<file path="config.mk">
export PLATFORM = sky130hd
export DESIGN_NAME = cap_sense_counter
export DESIGN_NICKNAME = d
export VERILOG_FILES = /design/src/rtl/cs_meas_pkg.sv /design/src/rtl/cs_sync_edge.sv /design/src/rtl/cs_event_counter.sv /design/src/rtl/cs_meas_ctrl.sv /design/src/rtl/cap_sense_counter.sv
export SDC_FILE = /design/constraint.sdc
export NUM_CORES = 1
export LEC_CHECK = 0
export BUFFER_PORTS_ARGS = -buffer_cell sky130_fd_sc_hd__buf_4
export CAP_MARGIN = 20
export CORE_MARGIN = 2
export CORE_UTILIZATION = 60
export CTS_BUF_LIST = sky130_fd_sc_hd__clkbuf_8
export CTS_CLUSTER_SIZE = 10
export DETAILED_ROUTE_END_ITERATION = 8
export HOLD_SLACK_MARGIN = 0.15
export PLACE_DENSITY = 0.93
export SETUP_SLACK_MARGIN = 0.5
export SYNTH_ARGS = -nofsm -noshare
export SYNTH_HDL_FRONTEND = slang
export SYNTH_SLANG_ARGS = --single-unit
export TNS_END_PERCENT = 5
</file>
<file path="constraint.sdc">
create_clock -name clk -period 2.56 [get_ports clk]
set_input_delay 0.256 -clock clk [delete_from_list [all_inputs] [get_ports clk]]
set_output_delay 0.256 -clock clk [all_outputs]
set_load 0.005 [all_outputs]
</file>
<file path="src/rtl/cs_meas_pkg.sv">
// Shared types of the capacitive sense counter unit.
package cs_meas_pkg;
    // Measurement mode; code 2'b11 behaves as frequency difference.
    typedef enum logic [1:0] {
        MODE_FREQ     = 2'b00,
        MODE_PERIOD   = 2'b01,
        MODE_CHARGE   = 2'b10,
        MODE_FREQ_ALT = 2'b11
    } cs_mode_e;

    // Measurement sequencer state.
    typedef enum logic {
        ST_IDLE = 1'b0,
        ST_RUN  = 1'b1
    } cs_state_e;
endpackage

</file>
<file path="src/rtl/cs_sync_edge.sv">
// Synchronizer for one asynchronous input.
// Passes din through STAGES flops on clk. With EDGE_OUT=1, q is a
// one-cycle pulse on each synchronized rising edge; with EDGE_OUT=0,
// q is the synchronized level. Assumes STAGES >= 2.
module cs_sync_edge #(
    parameter int STAGES   = 2,
    parameter bit EDGE_OUT = 1'b1
) (
    input  logic clk,
    input  logic rst_n,
    input  logic din,
    output logic q
);
    logic [STAGES-1:0] chain;

    // Shift the asynchronous input through the synchronizer chain.
    always_ff @(posedge clk) begin
        if (!rst_n) chain <= '0;
        else        chain <= {chain[STAGES-2:0], din};
    end

    generate
        if (EDGE_OUT) begin : g_edge
            logic last;
            // Remember the previous synchronized level for edge detection.
            always_ff @(posedge clk) begin
                if (!rst_n) last <= 1'b0;
                else        last <= chain[STAGES-1];
            end
            assign q = chain[STAGES-1] & ~last;
        end else begin : g_level
            assign q = chain[STAGES-1];
        end
    endgenerate
endmodule

</file>
<file path="src/rtl/cs_event_counter.sv">
// Cleared event counter with a sticky flag.
// SATURATE=1: holds at its maximum and sets flag on a further event.
// SATURATE=0: wraps to zero and sets flag when it passes its maximum.
// clr has priority over inc.
module cs_event_counter #(
    parameter int W        = 8,
    parameter bit SATURATE = 1'b0
) (
    input  logic         clk,
    input  logic         rst_n,
    input  logic         clr,
    input  logic         inc,
    output logic [W-1:0] cnt,
    output logic         flag
);
    localparam logic [W-1:0] MAXV = '1;
    localparam logic [W-1:0] ONE  = W'(1);

    generate
        if (SATURATE) begin : g_sat
            // Count events, holding at the maximum.
            always_ff @(posedge clk) begin
                if (!rst_n || clr) begin
                    cnt  <= '0;
                    flag <= 1'b0;
                end else if (inc) begin
                    if (cnt == MAXV) flag <= 1'b1;
                    else             cnt  <= cnt + ONE;
                end
            end

            p_sat_hold_r6: assert property (@(posedge clk) disable iff (!rst_n)
                (cnt == MAXV && !clr) |=> (cnt == MAXV));
            p_sat_flag_r6: assert property (@(posedge clk) disable iff (!rst_n)
                (cnt == MAXV && inc && !clr) |=> flag);
        end else begin : g_wrap
            // Count events, wrapping past the maximum.
            always_ff @(posedge clk) begin
                if (!rst_n || clr) begin
                    cnt  <= '0;
                    flag <= 1'b0;
                end else if (inc) begin
                    cnt <= cnt + ONE;
                    if (cnt == MAXV) flag <= 1'b1;
                end
            end

            p_wrap_sticky_r3: assert property (@(posedge clk) disable iff (!rst_n)
                (flag && !clr) |=> flag);
        end
    endgenerate
endmodule

</file>
<file path="src/rtl/cs_meas_ctrl.sv">
// Measurement sequencer of the capacitive sense counter unit.
// Latches the configuration on start and steers increments to the two
// counters. It detects the mode-specific end of a measurement and
// issues the done pulse and the timeout flag. Assumes the counters
// clear on cnt_clr, and that osc_rise and cmp_lvl are already
// synchronized to clk.
module cs_meas_ctrl
    import cs_meas_pkg::*;
#(
    parameter int OSC_W         = 8,
    parameter int REF_W         = 16,
    parameter int CYC_W         = 6,
    parameter int WSEL_W        = 2,
    parameter int WIN_BASE_LOG2 = 8
) (
    input  logic              clk,
    input  logic              rst_n,
    input  logic              start,
    input  logic [1:0]        mode,
    input  logic [WSEL_W-1:0] win_sel,
    input  logic [CYC_W-1:0]  cyc_target,
    input  logic [REF_W-1:0]  timeout,
    input  logic              ref_tick,
    input  logic              osc_rise,
    input  logic              cmp_lvl,
    input  logic [OSC_W-1:0]  osc_cnt,
    input  logic [REF_W-1:0]  ref_cnt,
    output logic              cnt_clr,
    output logic              osc_inc,
    output logic              ref_inc,
    output logic              done,
    output logic              tmo_flag,
    output cs_mode_e          mode_q,
    output logic              running
);
    localparam logic [REF_W-1:0] REF_ONE  = REF_W'(1);
    localparam logic [OSC_W-1:0] OSC_ONE  = OSC_W'(1);
    localparam logic [OSC_W-1:0] CYC_FULL = OSC_W'(2 ** CYC_W);

    cs_state_e        state;
    logic [REF_W-1:0] win_q;
    logic [OSC_W-1:0] tgt_q;
    logic [REF_W-1:0] tmo_q;
    logic [REF_W-1:0] ref_next;
    logic [OSC_W-1:0] osc_next;
    logic             win_hit;
    logic             cyc_hit;
    logic             tmo_hit;
    logic             end_evt;
    logic             fin;

    // Latch the configuration of the measurement being started.
    always_ff @(posedge clk) begin
        if (!rst_n) begin
            mode_q <= MODE_FREQ;
            win_q  <= '0;
            tgt_q  <= '0;
            tmo_q  <= '0;
        end else if (start) begin
            mode_q <= cs_mode_e'(mode);
            win_q  <= REF_ONE << (WIN_BASE_LOG2 + int'(win_sel));
            tgt_q  <= (cyc_target == '0) ? CYC_FULL
                                         : {{(OSC_W-CYC_W){1'b0}}, cyc_target};
            tmo_q  <= timeout;
        end
    end

    // Detect the end condition of each mode from this cycle's events.
    always_comb begin
        ref_next = ref_cnt + REF_ONE;
        osc_next = osc_cnt + OSC_ONE;
        win_hit  = ref_tick && (ref_next == win_q);
        cyc_hit  = osc_rise && (osc_next == tgt_q);
        tmo_hit  = ref_tick && (tmo_q != '0) && (ref_next == tmo_q);
        case (mode_q)
            MODE_PERIOD: end_evt = cyc_hit;
            MODE_CHARGE: end_evt = cmp_lvl || tmo_hit;
            default:     end_evt = win_hit;
        endcase
        fin = (state == ST_RUN) && end_evt && !start;
    end

    assign running = (state == ST_RUN);
    assign cnt_clr = start;
    assign ref_inc = running && ref_tick && !start;
    assign osc_inc = running && osc_rise && !start && (mode_q != MODE_CHARGE);

    // Sequence between idle and running.
    always_ff @(posedge clk) begin
        if (!rst_n)   state <= ST_IDLE;
        else if (start) state <= ST_RUN;
        else if (fin)   state <= ST_IDLE;
    end

    // Issue the one-cycle completion pulse.
    always_ff @(posedge clk) begin
        if (!rst_n) done <= 1'b0;
        else        done <= fin;
    end

    // Record a charge measurement that ended on its timeout.
    always_ff @(posedge clk) begin
        if (!rst_n || start) tmo_flag <= 1'b0;
        else if (fin && mode_q == MODE_CHARGE && !cmp_lvl && tmo_hit) tmo_flag <= 1'b1;
    end

    p_done_single_r9: assert property (@(posedge clk) disable iff (!rst_n)
        done |=> !done);
    p_restart_no_done_r10: assert property (@(posedge clk) disable iff (!rst_n)
        start |=> !done);
    p_done_leaves_idle_r9: assert property (@(posedge clk) disable iff (!rst_n)
        done |-> !running);
    p_tmo_only_charge_r8: assert property (@(posedge clk) disable iff (!rst_n)
        tmo_flag |-> (mode_q == MODE_CHARGE));
endmodule

</file>
<file path="src/rtl/cap_sense_counter.sv">
// Capacitive sense counter unit (top).
// Synchronizes the oscillator and comparator inputs and runs the
// sequencer over one 8-bit wrapping event counter and one 16-bit
// saturating reference counter. It presents the count of the selected
// mode, an overflow flag and a done pulse. Assumes ref_tick is a
// one-cycle enable pulse in the clk domain.
module cap_sense_counter
    import cs_meas_pkg::*;
#(
    parameter int OSC_W         = 8,
    parameter int REF_W         = 16,
    parameter int CYC_W         = 6,
    parameter int WSEL_W        = 2,
    parameter int WIN_BASE_LOG2 = 8,
    parameter int SYNC_STAGES   = 2
) (
    input  logic              clk,
    input  logic              rst_n,
    input  logic              start,
    input  logic [1:0]        mode,
    input  logic [WSEL_W-1:0] win_sel,
    input  logic [CYC_W-1:0]  cyc_target,
    input  logic [REF_W-1:0]  timeout,
    input  logic              ref_tick,
    input  logic              osc_in,
    input  logic              cmp_in,
    output logic [REF_W-1:0]  result,
    output logic              overflow,
    output logic              done
);
    localparam int N_ASYNC = 2;

    logic [N_ASYNC-1:0] async_in;
    logic [N_ASYNC-1:0] sync_q;
    logic [OSC_W-1:0]   osc_cnt;
    logic [REF_W-1:0]   ref_cnt;
    logic               osc_flag;
    logic               ref_flag;
    logic               tmo_flag;
    logic               cnt_clr;
    logic               osc_inc;
    logic               ref_inc;
    logic               running;
    cs_mode_e           mode_q;

    assign async_in = {cmp_in, osc_in};

    // Index 0 is the oscillator (edge pulse), index 1 the comparator (level).
    for (genvar gi = 0; gi < N_ASYNC; gi++) begin : g_sync
        cs_sync_edge #(
            .STAGES   (SYNC_STAGES),
            .EDGE_OUT (gi == 0)
        ) i_sync (
            .clk   (clk),
            .rst_n (rst_n),
            .din   (async_in[gi]),
            .q     (sync_q[gi])
        );
    end

    cs_meas_ctrl #(
        .OSC_W         (OSC_W),
        .REF_W         (REF_W),
        .CYC_W         (CYC_W),
        .WSEL_W        (WSEL_W),
        .WIN_BASE_LOG2 (WIN_BASE_LOG2)
    ) i_ctrl (
        .clk        (clk),
        .rst_n      (rst_n),
        .start      (start),
        .mode       (mode),
        .win_sel    (win_sel),
        .cyc_target (cyc_target),
        .timeout    (timeout),
        .ref_tick   (ref_tick),
        .osc_rise   (sync_q[0]),
        .cmp_lvl    (sync_q[1]),
        .osc_cnt    (osc_cnt),
        .ref_cnt    (ref_cnt),
        .cnt_clr    (cnt_clr),
        .osc_inc    (osc_inc),
        .ref_inc    (ref_inc),
        .done       (done),
        .tmo_flag   (tmo_flag),
        .mode_q     (mode_q),
        .running    (running)
    );

    cs_event_counter #(.W(OSC_W), .SATURATE(1'b0)) i_osc_cnt (
        .clk   (clk),
        .rst_n (rst_n),
        .clr   (cnt_clr),
        .inc   (osc_inc),
        .cnt   (osc_cnt),
        .flag  (osc_flag)
    );

    cs_event_counter #(.W(REF_W), .SATURATE(1'b1)) i_ref_cnt (
        .clk   (clk),
        .rst_n (rst_n),
        .clr   (cnt_clr),
        .inc   (ref_inc),
        .cnt   (ref_cnt),
        .flag  (ref_flag)
    );

    // Present the count that belongs to the latched mode.
    always_comb begin
        if (mode_q == MODE_FREQ || mode_q == MODE_FREQ_ALT)
            result = {{(REF_W-OSC_W){1'b0}}, osc_cnt};
        else
            result = ref_cnt;
    end

    assign overflow = osc_flag | ref_flag | tmo_flag;

    p_start_clears_r10: assert property (@(posedge clk) disable iff (!rst_n)
        start |=> (!overflow && result == '0));
    p_result_hold_r9: assert property (@(posedge clk) disable iff (!rst_n)
        (!running && !start) |=> ($stable(result) && $stable(overflow)));
    p_done_value_fixed_r9: assert property (@(posedge clk) disable iff (!rst_n)
        (done && !start) |=> $stable(result));
endmodule

</file>
==> results <==
- The ratio of final minimum period to clock period is 93.5%.
- The fraction of layout instances using a drive strength above 1 is 27.9%.
- The area added between synthesis and finish is 27.5%.
- The critical path class is reg2reg.
- The relative slew slack is 62.9%.
- After detailed routing, the total wire length is 11.1 mm.
- The number of setup violations in the final report is 0.
- The largest fanout of any net on the critical path is 7.
- The worst reg2reg path depth is 9.
- The clock latency on the worst-skew pair is 0.34 ns.
- Routability-driven placement finished with a final weighted congestion of 0.927.
- The number of nets produced by synthesis is 490.
- The site row count is 28.
- For this run, the slowest stage of the critical path takes 0.47 ns.
- The maximum frequency from static timing analysis is 418 MHz.
- The mean instance size in the synthesized netlist is 8.28 sq um.
- The initial utilization of the core area, before any placement, comes to 62.6%.
- The proportion of register bits with asynchronous set or reset after synthesis is 0%.
- In this run the biggest area consumer among cell types represents 33.6% of the synthesized area.
- The instance count of the mapped netlist is 453.
- The distinct cell type count of the synthesized netlist is 56.
- For the worst setup path, the data arrival time is 2.66 ns.
- The tool flagged a number of max-cap violations equal to 0.
- The launch point of the worst reg-to-reg path is i_ref_cnt.cnt[1].
- The HPWL after detailed placement is 7.34 mm.
- The net count of the finished layout is 559.
- The actual slew at the worst max-slew pin is 0.556 ns.
- In the routed layout, each cell is associated on average with a via count of 6.22.
- Summing all placed instances gives a cell area of 4260 sq um.
- For this run, the leading register cell type out of synthesis is sky130_fd_sc_hd__dfxtp_1.
- The post-synthesis instance area is 3750 sq um.
- STA classifies the critical path startpoint as a flop.
- The number of enable flip-flop cells after synthesis is 0.
- The largest total area in the synthesized netlist belongs to sky130_fd_sc_hd__dfxtp_1.
- In the post-synthesis netlist, the cell with the most instances is sky130_fd_sc_hd__nor2_1.
- The aggregate global-route resource usage is 32.2%.
- The wire length of the first global-routing pass is 17.7 mm.
- The worst-case vdd ir drop is 0.000382 V.
- Clock-pin slew was measured on the worst setup and hold paths at 0.07 ns.
- After floorplanning, the core was sized to cover 5990 sq um.
- Measured along the y axis, the die boundary spans 83.1 um.
- The number of sinks on the clock net is 63.
- TritonCTS built the clock tree.
- In this run the most critical hold path is launched from timeout[14].
- The count of H-tree levels built during CTS is 3.
- The static leakage is 0.00194 uW.
- The final standard cell area without fillers is 4780 sq um.
- Power spread over the standard cell area amounts to 443 nW/um^2.
- Summed over all failing endpoints, the final setup total negative slack is 0 ns.
- STA puts the critical path data required time at 2.82 ns.
- For hold timing, the worst endpoint is i_ctrl.tmo_q[14].
- Entering global routing, the biggest net connects 32 pins.
- The maximum clock skew at final layout is 0.0101 ns.
- The count of endpoints failing hold in the final timing report was 0.
- The longest clock path from root to sink contains 2 buffers.
- The final critical-path required period is 2.39 ns.
- The initial DRC count is 363.
- Counting instances in the post-synthesis netlist gives the leading cell types as sky130_fd_sc_hd__nor2_1, sky130_fd_sc_hd__dfxtp_1, sky130_fd_sc_hd__nand2_1.
- In this run the critical register-to-register path is captured at i_ctrl.done.
- The worst hold path passes through 3 cells.
- The number of primary I/O pins is 50.
- The number of antenna violations at the first check in global routing is 0.
- Among all stages on the critical path, the largest delay is contributed by sky130_fd_sc_hd__or4_4.
- The synthesis warning total is 0.
- Setup repair after global routing could not meet its margin everywhere.
- The flow ran to the end, and the final reports show no timing, DRC or antenna violations.
- The worst setup path is captured at a flop.
- The post-synthesis register bit count is 63.
- The number of buffers inserted by port buffering is 49.
- The number of routed nets with antenna violations is 0.
- The post-layout total power is 2120 uW.
- The worst register-to-register path has a setup slack of 0.17 ns.
- The count of unresolved DRC violations after routing is 0.
- The aggregate global routing overflow is 0.
- The part of the Yosys area used for sequential elements is 33.6%.
- The number of global-route vias before repair is 3555.
- The signal on the critical path passes through ha_4 -> buf_4 -> buf_4 -> nor4_2 -> o21ai_2 -> or4_4 -> nor4_4 -> o21ai_2 -> nor3b_2.
- The average wire per standard cell is 18.5 um.
- The detailed-routing iteration count for the pre-antenna-repair pass is 6.
- The floorplan step defined a die boundary enclosing 6900 sq um.
- The number of clock buffers inserted by TritonCTS is 9.
- The total inserted antenna cells is 0.
- The via count is 3744.
- The width of the die is 83.1 um.
- The number of slew-limit violations in the final report is 0.
- The path type of the worst min-delay path is in2reg.
- After synthesis, the cell types taking the most area are sky130_fd_sc_hd__dfxtp_1, sky130_fd_sc_hd__mux2i_1, sky130_fd_sc_hd__xnor2_1, sky130_fd_sc_hd__nor2_1, sky130_fd_sc_hd__xor2_1.
- The tree is rooted in a sky130_fd_sc_hd__clkbuf_8.
## power by group
part	internal (uW)	switching [uW]	total [uW]
clock	464	382	846
combinational	116	121	237
sequential	1000	35.2	1040
total	1580	538	2120
## sequential cells by signal (all words and copies together) (netlist names), 2 cells and up
name,cells
i_ctrl.tgt_q,7
i_osc_cnt.cnt,8
i_ctrl.mode_q,2
i_ctrl.tmo_q,16
i_ref_cnt.cnt,16
g_sync.i_sync.chain,4
i_ctrl.win_q,4
## worst max-delay path: cells and delay by family, from the launching register on
kind | cells | cell delay [ns]
AND/OR/NAND/NOR | 4 | 1.25
flip-flops | 1 | 0.39
buffers and inverters | 2 | 0.28
AO/OA/AOI/OAI | 2 | 0.22
adder cells (fa/ha/maj) | 1 | 0.19
## logic make-up after synthesis
logic type | share of synthesized area, %
flip-flops | 33.6
adder cells (fa/ha/maj) | 1.67
AO/OA/AOI/OAI | 10.4
XOR/XNOR | 11.9
multiplexers | 9.34
buffers and inverters | 4.64
AND/OR/NAND/NOR | 28.4
## worst max path at each step
| stage | cells after the start | from | end | slack (ns) |
|---|---|---|---|---|
| floorplan | 8 | i_ref_cnt.cnt[1] | i_ctrl.done | 0.50 |
| global placement | 8 | i_ref_cnt.cnt[8] | i_ctrl.done | 0.20 |
| CTS | 9 | i_ref_cnt.cnt[1] | i_ctrl.done | 0.33 |
| global route | 9 | i_ref_cnt.cnt[1] | i_ctrl.done | 0.09 |
| detailed placement | 7 | i_ref_cnt.cnt[6] | i_ctrl.done | 0.06 |
| finish | 9 | i_ref_cnt.cnt[1] | i_ctrl.done | 0.17 |
## layer usage
metal / up-vias / track usage [%] / routed length (um)
met1: 1769 / 43.0 / 4620
met5: - / 0 / 0
met4: 0 / 11.6 / 346
li1: 1724 / - / -
met2: 211 / 51.8 / 5200
met3: 40 / 6.36 / 960
## metrics by stage
step	hold slack, ns	util, %	std cells	worst slack, ns
5_1_grt	0.160	79.8	602	0.0913
3_3_place_gp	0.414	71.1	564	0.198
4_1_cts	0.151	79.2	602	0.331
3_5_place_dp	0.420	71.1	564	0.0644
6_report	0.160	79.8	602	0.166
2_1_floorplan	0.378	-	453	0.503
## layout make-up
class	instances	area (sq um)
Multi-Input combinational cell	349	2470
Sequential cell	63	1300
Fill cell	367	1210
Timing Repair Buffer	88	688
Clock buffer	10	138
Tap cell	75	93.8
Clock inverter	6	53.8
Inverter	11	41.3
## cell usage in the layout (no fill, tap or decap), types with 4 or more instances in the layout
cell / Yosys / layout
sky130_fd_sc_hd__nor3_1: 12 / 10
sky130_fd_sc_hd__dfxtp_4: 0 / 8
sky130_fd_sc_hd__and2_1: 9 / 9
sky130_fd_sc_hd__nand2_1: 29 / 29
sky130_fd_sc_hd__a21oi_1: 20 / 18
sky130_fd_sc_hd__nor2b_1: 12 / 12
sky130_fd_sc_hd__nor4_4: 1 / 4
sky130_fd_sc_hd__mux2i_1: 26 / 26
sky130_fd_sc_hd__xnor2_1: 28 / 28
sky130_fd_sc_hd__mux2_2: 8 / 8
sky130_fd_sc_hd__nand3_1: 19 / 18
sky130_fd_sc_hd__clkbuf_8: 0 / 10
sky130_fd_sc_hd__nand4_1: 9 / 9
sky130_fd_sc_hd__o21ai_0: 12 / 11
sky130_fd_sc_hd__xor2_1: 23 / 23
sky130_fd_sc_hd__dfxtp_2: 0 / 7
sky130_fd_sc_hd__buf_4: 0 / 81
sky130_fd_sc_hd__dlygate4sd3_1: 0 / 6
sky130_fd_sc_hd__dfxtp_1: 63 / 48
sky130_fd_sc_hd__nor4_1: 11 / 9
sky130_fd_sc_hd__inv_1: 10 / 13
sky130_fd_sc_hd__nor2_1: 64 / 60
sky130_fd_sc_hd__or3_1: 7 / 7
## what timing repair did
item                                    4_1_cts  5_1_grt
endpoints found under the hold margin         6        0
resized for setup                            32        9
endpoints found under the setup margin       24       22
buffers inserted                             16        0
hold buffers                                  6        0
pin swaps                                    11        2
gates cloned                                  0        0
(Power assumes the default switching activity.)
